File: src/rtl/adc_rd_pkg.sv
package adc_rd_pkg;
  typedef enum logic [1:0] {FR_IDLE, FR_SHIFT, FR_GAP} fr_state_t;
  typedef enum logic [1:0] {SQ_IDLE, SQ_CFG, SQ_DUMMY, SQ_READ} sq_state_t;
endpackage

File: src/rtl/adc_spi_frame.sv
module adc_spi_frame
  import adc_rd_pkg::*;
#(
  parameter int W        = 16,
  parameter int DIV      = 4,
  parameter int CONV_CYC = 40
) (
  input  logic         clk,
  input  logic         rst_n,
  input  logic         start,
  input  logic [W-1:0] tx_word,
  output logic         idle,
  output logic         done,
  output logic [W-1:0] rx_word,
  output logic         cs_n,
  output logic         sclk,
  output logic         mosi,
  input  logic         miso
);
  localparam int DW = $clog2(DIV + 1);
  localparam int BW = $clog2(W + 1);
  localparam int GW = $clog2(CONV_CYC + 2);

  fr_state_t      st;
  logic [DW-1:0]  div_cnt;
  logic [BW-1:0]  bit_cnt;
  logic [GW-1:0]  gap_cnt;
  logic [W-1:0]   tx_sh;
  logic [W-1:0]   rx_sh;

  assign idle    = (st == FR_IDLE);
  assign rx_word = rx_sh;
  assign mosi    = cs_n ? 1'b0 : tx_sh[W-1];

  always_ff @(posedge clk or negedge rst_n) begin
    if (!rst_n) begin
      st      <= FR_IDLE;
      div_cnt <= '0;
      bit_cnt <= '0;
      gap_cnt <= '0;
      tx_sh   <= '0;
      rx_sh   <= '0;
      cs_n    <= 1'b1;
      sclk    <= 1'b0;
      done    <= 1'b0;
    end else begin
      done <= 1'b0;
      unique case (st)
        FR_IDLE: if (start) begin
          st      <= FR_SHIFT;
          cs_n    <= 1'b0;
          sclk    <= 1'b0;
          tx_sh   <= tx_word;
          div_cnt <= '0;
          bit_cnt <= '0;
        end
        FR_SHIFT: begin
          if (div_cnt == DW'(DIV - 1)) begin
            div_cnt <= '0;
            if (!sclk) begin
              sclk  <= 1'b1;
              rx_sh <= {rx_sh[W-2:0], miso};
            end else begin
              sclk <= 1'b0;
              if (bit_cnt == BW'(W - 1)) begin
                st      <= FR_GAP;
                cs_n    <= 1'b1;
                done    <= 1'b1;
                gap_cnt <= '0;
              end else begin
                bit_cnt <= bit_cnt + 1'b1;
                tx_sh   <= {tx_sh[W-2:0], 1'b0};
              end
            end
          end else begin
            div_cnt <= div_cnt + 1'b1;
          end
        end
        FR_GAP: begin
          if (gap_cnt == GW'(CONV_CYC - 1)) st <= FR_IDLE;
          else gap_cnt <= gap_cnt + 1'b1;
        end
        default: st <= FR_IDLE;
      endcase
    end
  end

  // counts cycles with chip select high, saturating, for the conversion-time check
  logic [GW-1:0] hi_cnt;
  always_ff @(posedge clk or negedge rst_n) begin
    if (!rst_n) hi_cnt <= GW'(CONV_CYC);
    else if (!cs_n) hi_cnt <= '0;
    else if (hi_cnt < GW'(CONV_CYC)) hi_cnt <= hi_cnt + 1'b1;
  end

  AST_SCLK_LOW_IDLE: assert property (@(posedge clk) disable iff (!rst_n)
    cs_n |-> !sclk);
  AST_START_WHEN_IDLE: assert property (@(posedge clk) disable iff (!rst_n)
    start |-> (idle && cs_n));
  AST_CONV_HOLD: assert property (@(posedge clk) disable iff (!rst_n)
    (start && idle) |-> (hi_cnt >= GW'(CONV_CYC)));
endmodule

File: src/rtl/adc_seq_ctrl.sv
module adc_seq_ctrl
  import adc_rd_pkg::*;
#(
  parameter int                WORD_W   = 16,
  parameter int                RES      = 16,
  parameter int                CH_W     = 3,
  parameter int                CH_LSB   = 7,
  parameter logic [WORD_W-1:0] CFG_BASE = 16'hB1C4
) (
  input  logic              clk,
  input  logic              rst_n,
  input  logic              req_valid,
  output logic              req_ready,
  input  logic [CH_W-1:0]   req_ch,
  output logic              busy,
  output logic              rsp_valid,
  output logic [RES-1:0]    rsp_data,
  output logic              fr_start,
  output logic [WORD_W-1:0] fr_tx,
  input  logic              fr_idle,
  input  logic              fr_done,
  input  logic [WORD_W-1:0] fr_rx
);
  localparam logic [WORD_W-1:0] CH_FIELD = WORD_W'({CH_W{1'b1}}) << CH_LSB;
  localparam logic [CH_W:0]     CH_NONE  = {1'b1, {CH_W{1'b0}}};

  sq_state_t         st;
  logic              launched;
  logic              need_dummy;
  logic [CH_W-1:0]   tgt_ch;
  logic [CH_W:0]     cur_ch;
  logic [WORD_W-1:0] cfg_word;

  assign cfg_word  = (CFG_BASE & ~CH_FIELD) | (WORD_W'(tgt_ch) << CH_LSB);
  assign req_ready = (st == SQ_IDLE);
  assign busy      = !req_ready;
  assign fr_start  = busy && !launched && fr_idle;
  assign fr_tx     = (st == SQ_READ) ? '0 : cfg_word;

  always_ff @(posedge clk or negedge rst_n) begin
    if (!rst_n) begin
      st         <= SQ_IDLE;
      launched   <= 1'b0;
      need_dummy <= 1'b0;
      tgt_ch     <= '0;
      cur_ch     <= CH_NONE;
      rsp_valid  <= 1'b0;
      rsp_data   <= '0;
    end else begin
      rsp_valid <= 1'b0;
      if (fr_start) launched <= 1'b1;
      else if (fr_done) launched <= 1'b0;
      unique case (st)
        SQ_IDLE: if (req_valid) begin
          tgt_ch     <= req_ch;
          need_dummy <= (cur_ch != {1'b0, req_ch});
          st         <= SQ_CFG;
        end
        SQ_CFG: if (fr_done) begin
          cur_ch <= {1'b0, tgt_ch};
          st     <= need_dummy ? SQ_DUMMY : SQ_READ;
        end
        SQ_DUMMY: if (fr_done) st <= SQ_READ;
        SQ_READ: if (fr_done) begin
          rsp_valid <= 1'b1;
          rsp_data  <= fr_rx[RES-1:0];
          st        <= SQ_IDLE;
        end
        default: st <= SQ_IDLE;
      endcase
    end
  end

  AST_RSP_ONE_CYCLE: assert property (@(posedge clk) disable iff (!rst_n)
    rsp_valid |=> !rsp_valid);
  AST_ACCEPT_GOES_BUSY: assert property (@(posedge clk) disable iff (!rst_n)
    (req_valid && req_ready) |=> busy);
  AST_TARGET_HELD: assert property (@(posedge clk) disable iff (!rst_n)
    (busy && $past(busy)) |-> $stable(tgt_ch));
  AST_CUR_MATCHES_RSP: assert property (@(posedge clk) disable iff (!rst_n)
    rsp_valid |-> (cur_ch == {1'b0, tgt_ch}));
endmodule

File: src/rtl/adc_rd_seq.sv
module adc_rd_seq #(
  parameter int                WORD_W   = 16,
  parameter int                RES      = 16,
  parameter int                CH_W     = 3,
  parameter int                CH_LSB   = 7,
  parameter logic [WORD_W-1:0] CFG_BASE = 16'hB1C4,
  parameter int                DIV      = 4,
  parameter int                CONV_CYC = 40
) (
  input  logic            clk,
  input  logic            rst_n,
  input  logic            req_valid,
  output logic            req_ready,
  input  logic [CH_W-1:0] req_ch,
  output logic            busy,
  output logic            rsp_valid,
  output logic [RES-1:0]  rsp_data,
  output logic            spi_cs_n,
  output logic            spi_sclk,
  output logic            spi_mosi,
  input  logic            spi_miso
);
  logic              fr_start;
  logic [WORD_W-1:0] fr_tx;
  logic              fr_idle;
  logic              fr_done;
  logic [WORD_W-1:0] fr_rx;

  adc_seq_ctrl #(
    .WORD_W(WORD_W), .RES(RES), .CH_W(CH_W), .CH_LSB(CH_LSB), .CFG_BASE(CFG_BASE)
  ) u_ctrl (
    .clk(clk), .rst_n(rst_n),
    .req_valid(req_valid), .req_ready(req_ready), .req_ch(req_ch), .busy(busy),
    .rsp_valid(rsp_valid), .rsp_data(rsp_data),
    .fr_start(fr_start), .fr_tx(fr_tx), .fr_idle(fr_idle),
    .fr_done(fr_done), .fr_rx(fr_rx)
  );

  adc_spi_frame #(.W(WORD_W), .DIV(DIV), .CONV_CYC(CONV_CYC)) u_frame (
    .clk(clk), .rst_n(rst_n),
    .start(fr_start), .tx_word(fr_tx), .idle(fr_idle), .done(fr_done),
    .rx_word(fr_rx), .cs_n(spi_cs_n), .sclk(spi_sclk),
    .mosi(spi_mosi), .miso(spi_miso)
  );

  AST_NO_FRAME_WHEN_IDLE: assert property (@(posedge clk) disable iff (!rst_n)
    (!busy && $past(!busy)) |-> spi_cs_n);
endmodule

File: config.mk
export PLATFORM = sky130hd
export DESIGN_NAME = adc_rd_seq
export DESIGN_NICKNAME = d
export VERILOG_FILES = /design/src/rtl/adc_rd_pkg.sv /design/src/rtl/adc_spi_frame.sv /design/src/rtl/adc_seq_ctrl.sv /design/src/rtl/adc_rd_seq.sv
export SDC_FILE = /design/constraint.sdc
export NUM_CORES = 1
export LEC_CHECK = 0
export CORE_MARGIN = 1.5
export CORE_UTILIZATION = 52
export DETAILED_ROUTE_END_ITERATION = 10
export PLACE_DENSITY_LB_ADDON = 0.2
export SLEW_MARGIN = 30
export SYNTH_ARGS = -nofsm -noshare
export SYNTH_HDL_FRONTEND = slang
export SYNTH_HIERARCHICAL = 1
export SYNTH_SLANG_ARGS = --single-unit
File: constraint.sdc
create_clock -name clk -period 1.95 [get_ports clk]
set_clock_uncertainty 0.2 [all_clocks]
set_input_delay 0.39 -clock clk [delete_from_list [all_inputs] [get_ports clk]]
set_output_delay 0.39 -clock clk [all_outputs]
set_load 0.02 [all_outputs]
==> impl_metrics.json <==
{
  "n_fill_cell": 534,
  "grt.total_usage": 0.179,
  "coreArea_sq_um": 6760,
  "final_nets": 362,
  "num_antenna_cells": 0,
  "timing.fmax_ghz": 0.523,
  "hold_viol": 0,
  "seq_area_frac_synth": 0.545,
  "dp.cells": 414,
  "clockBufferDepth": 2,
  "p_leak_nw": 2.28,
  "power_mw": 5.17,
  "rows": 30,
  "crit_path_max_incr_delay_ns": 0.61,
  "clock_sinks": 79,
  "yosysMostFrequentCell": "dfrtp_1",
  "dieArea_sq_um": 7500,
  "cap_violations": 0,
  "ys_warn_count": 6,
  "final_max_slew_viol_count": 0,
  "portBuffers": 28,
  "dieHeight_microns": 86.6,
  "dr.pass1.iters": 4,
  "clk_latency_ns": 0.35,
  "crit_slowest_cell": "clkdlybuf4s50_1",
  "ios": 29,
  "end_kind": "primary output",
  "hp-class": "in -> async",
  "worstSetupStartpointType": "flop",
  "fin_area_sq_um": 4350,
  "viasPerCell": 5.13,
  "htree_levels": 3,
  "wl_per_cell_microns": 14.0,
  "cts_root_buffer": "clkbuf_8",
  "grt_antenna_before_repair": 0,
  "r2r_setup_slack_ns": 0.07,
  "tns_ns": 0,
  "start_util": 0.538,
  "drc_errors": 0,
  "ys_top_cells_by_count": "dfrtp_1 (77), nand2_1 (34), o21ai_0 (25)",
  "hold_ws_ns": 0.246,
  "synth.largest_area_cell": "dfrtp_1",
  "cp_max_fo": 2,
  "netlist_instances": 299,
  "gp_congestion": 0.749,
  "path_cells": "clkdlybuf4s50_1",
  "syn_area_per_cell_sq_um": 12.1,
  "grt_pass1_vias": 2186,
  "period_minus_slack_ns": 1.91,
  "globalRouteOverflowTotal": 0,
  "worstSetupPathType": "reg -> out",
  "grt_max_degree": 47,
  "die_x_microns": 86.6,
  "path_buf_inv": 1,
  "synthTopCellsByArea": "dfrtp_1 (53%), mux2_4 (7.4%), mux2_2 (6.8%), nand2_1 (3.5%), o21ai_0 (3.4%)",
  "p_per_area_nw_per_um2": 1190,
  "finalSetupViolations": 0,
  "final_antenna_net_count": 0,
  "drtIter0Drc": 63,
  "cts_buffers": 9,
  "status": "finished, final reports clean",
  "ir_drop_mv": 0.563,
  "vias": 2214,
  "async_flop_share": 1.00,
  "drive_gt1_frac": 0.298,
  "synth-edff-count": 0,
  "cpLargestDelayFamily": "buffers and inverters",
  "synth_top_cell_area_share": 0.530,
  "synth_flop_cell": "dfrtp_1",
  "arrival_ns": 1.32,
  "dpl_cell_area_sq_um": 4090,
  "hpwl_mm": 4.07,
  "stdcell_count": 432,
  "grt_pass1_wl_mm": 10.3,
  "cts_tree": "yes",
  "clk_pin_slew_ns": 0.09,
  "syn_area_sq_um": 3630,
  "ys_seq_elements": 79,
  "routed_wl_mm": 6.07,
  "ys_types": 42,
  "required_ns": 1.36,
  "synthToLayoutAreaGrowth_pct": 19.8,
  "fin_crit_sh": 0.981
}
-- routing by layer --
metal / track usage / share of wire
met1: 0.237 / 0.48
met2: 0.280 / 0.47
met3: 0.0429 / 0.030
met5: 0 / 0
met4: 0.0836 / 0.020
-- worst paths after layout --
kind,startpoint,to,cells after the start
setup / recovery,u_ctrl/rsp_data[11],rsp_data[11],1
hold / removal,rst_n,u_frame/tx_sh[15],2
setup reg to reg,u_frame/bit_cnt[0],u_frame/tx_sh[12],7
hold reg to reg,u_frame/tx_sh[15],u_frame/tx_sh[15],2
max in group asynchronous,rst_n,u_ctrl/cur_ch[3],3
min in group clk,u_frame/tx_sh[15],u_frame/tx_sh[15],2
-- cells in the final DEF, fill, tap and decap left out, types with 2 or more instances in the layout --
cell | synthesis | layout
nor3b_2 | 0 | 2
nand2_1 | 34 | 34
dlymetal6s2s_1 | 0 | 6
mux2_4 | 18 | 18
nand2b_1 | 3 | 3
nor3_4 | 1 | 2
nand3_1 | 11 | 11
and2b_2 | 5 | 5
dfrtp_1 | 77 | 77
o21ai_1 | 1 | 7
inv_6 | 0 | 3
dlygate4sd2_1 | 0 | 5
mux2i_1 | 11 | 11
buf_12 | 1 | 3
clkbuf_8 | 0 | 9
xor2_1 | 7 | 7
mux2_2 | 22 | 22
a21oi_1 | 6 | 5
and3_1 | 4 | 4
ha_1 | 8 | 4
o31ai_1 | 2 | 2
clkdlybuf4s50_1 | 0 | 14
nor2_1 | 11 | 11
inv_2 | 0 | 2
ha_2 | 0 | 3
o21ai_0 | 25 | 19
clkinv_4 | 0 | 2
dfstp_2 | 2 | 2
inv_1 | 10 | 8
buf_4 | 12 | 21
conb_1 | 1 | 8
-- per-stage QoR --
stage | utilization | setup slack [ns]
finish | 0.644 | 0.0377
global route | 0.644 | -0.0339
CTS | 0.637 | 0.00249
detailed placement | 0.605 | -0.0847
global placement | 0.605 | -0.0595
floorplan | - | 0.0222
-- flip-flops by register name, indices dropped and copies added (netlist names), 3 cells and up --
register	count
u_ctrl/tgt_ch	3
u_ctrl/rsp_data	16
u_frame/rx_word	16
u_frame/tx_sh	16
u_frame/bit_cnt	5
u_frame/div_cnt	3
u_ctrl/cur_ch	4
u_frame/gap_cnt	6
-- timing repair --
item | in CTS | in global routing
endpoints found under the hold margin | 16 | 0
hold buffers | 1 | 0
gates resized for setup | 19 | 20
pin swaps | 0 | 2
setup endpoints to repair | 27 | 31
buffers inserted | 0 | 1
-- final cells by class --
type                    count  area, sq um  area share
clock inverters             7         78.8      0.0181
well taps                  80          100      0.0230
flip-flops and latches     79         1980       0.455
multi-input cells         196         1540       0.354
inverters                  10         37.5     0.00862
clock buffers               9          124      0.0285
repair buffers             51          492       0.113
-- kinds of logic after synthesis --
| group | synth area share |
|---|---|
| flip-flops | 0.545 |
| adder cells (fa/ha/maj) | 0.0276 |
| XOR/XNOR | 0.0193 |
| AO/OA/AOI/OAI | 0.0617 |
| AND/OR/NAND/NOR | 0.116 |
| other | 0.00103 |
| multiplexers | 0.176 |
| buffers and inverters | 0.0537 |
-- power breakdown --
part	internal [mW]	total [mW]	switching (mW)	leakage, nW
clock network	0.607	1.24	0.632	0.105
logic	0.861	1.69	0.826	1.14
registers	2.01	2.25	0.237	1.03
total	3.48	5.17	1.69	2.28
(Power assumes the default switching activity.)
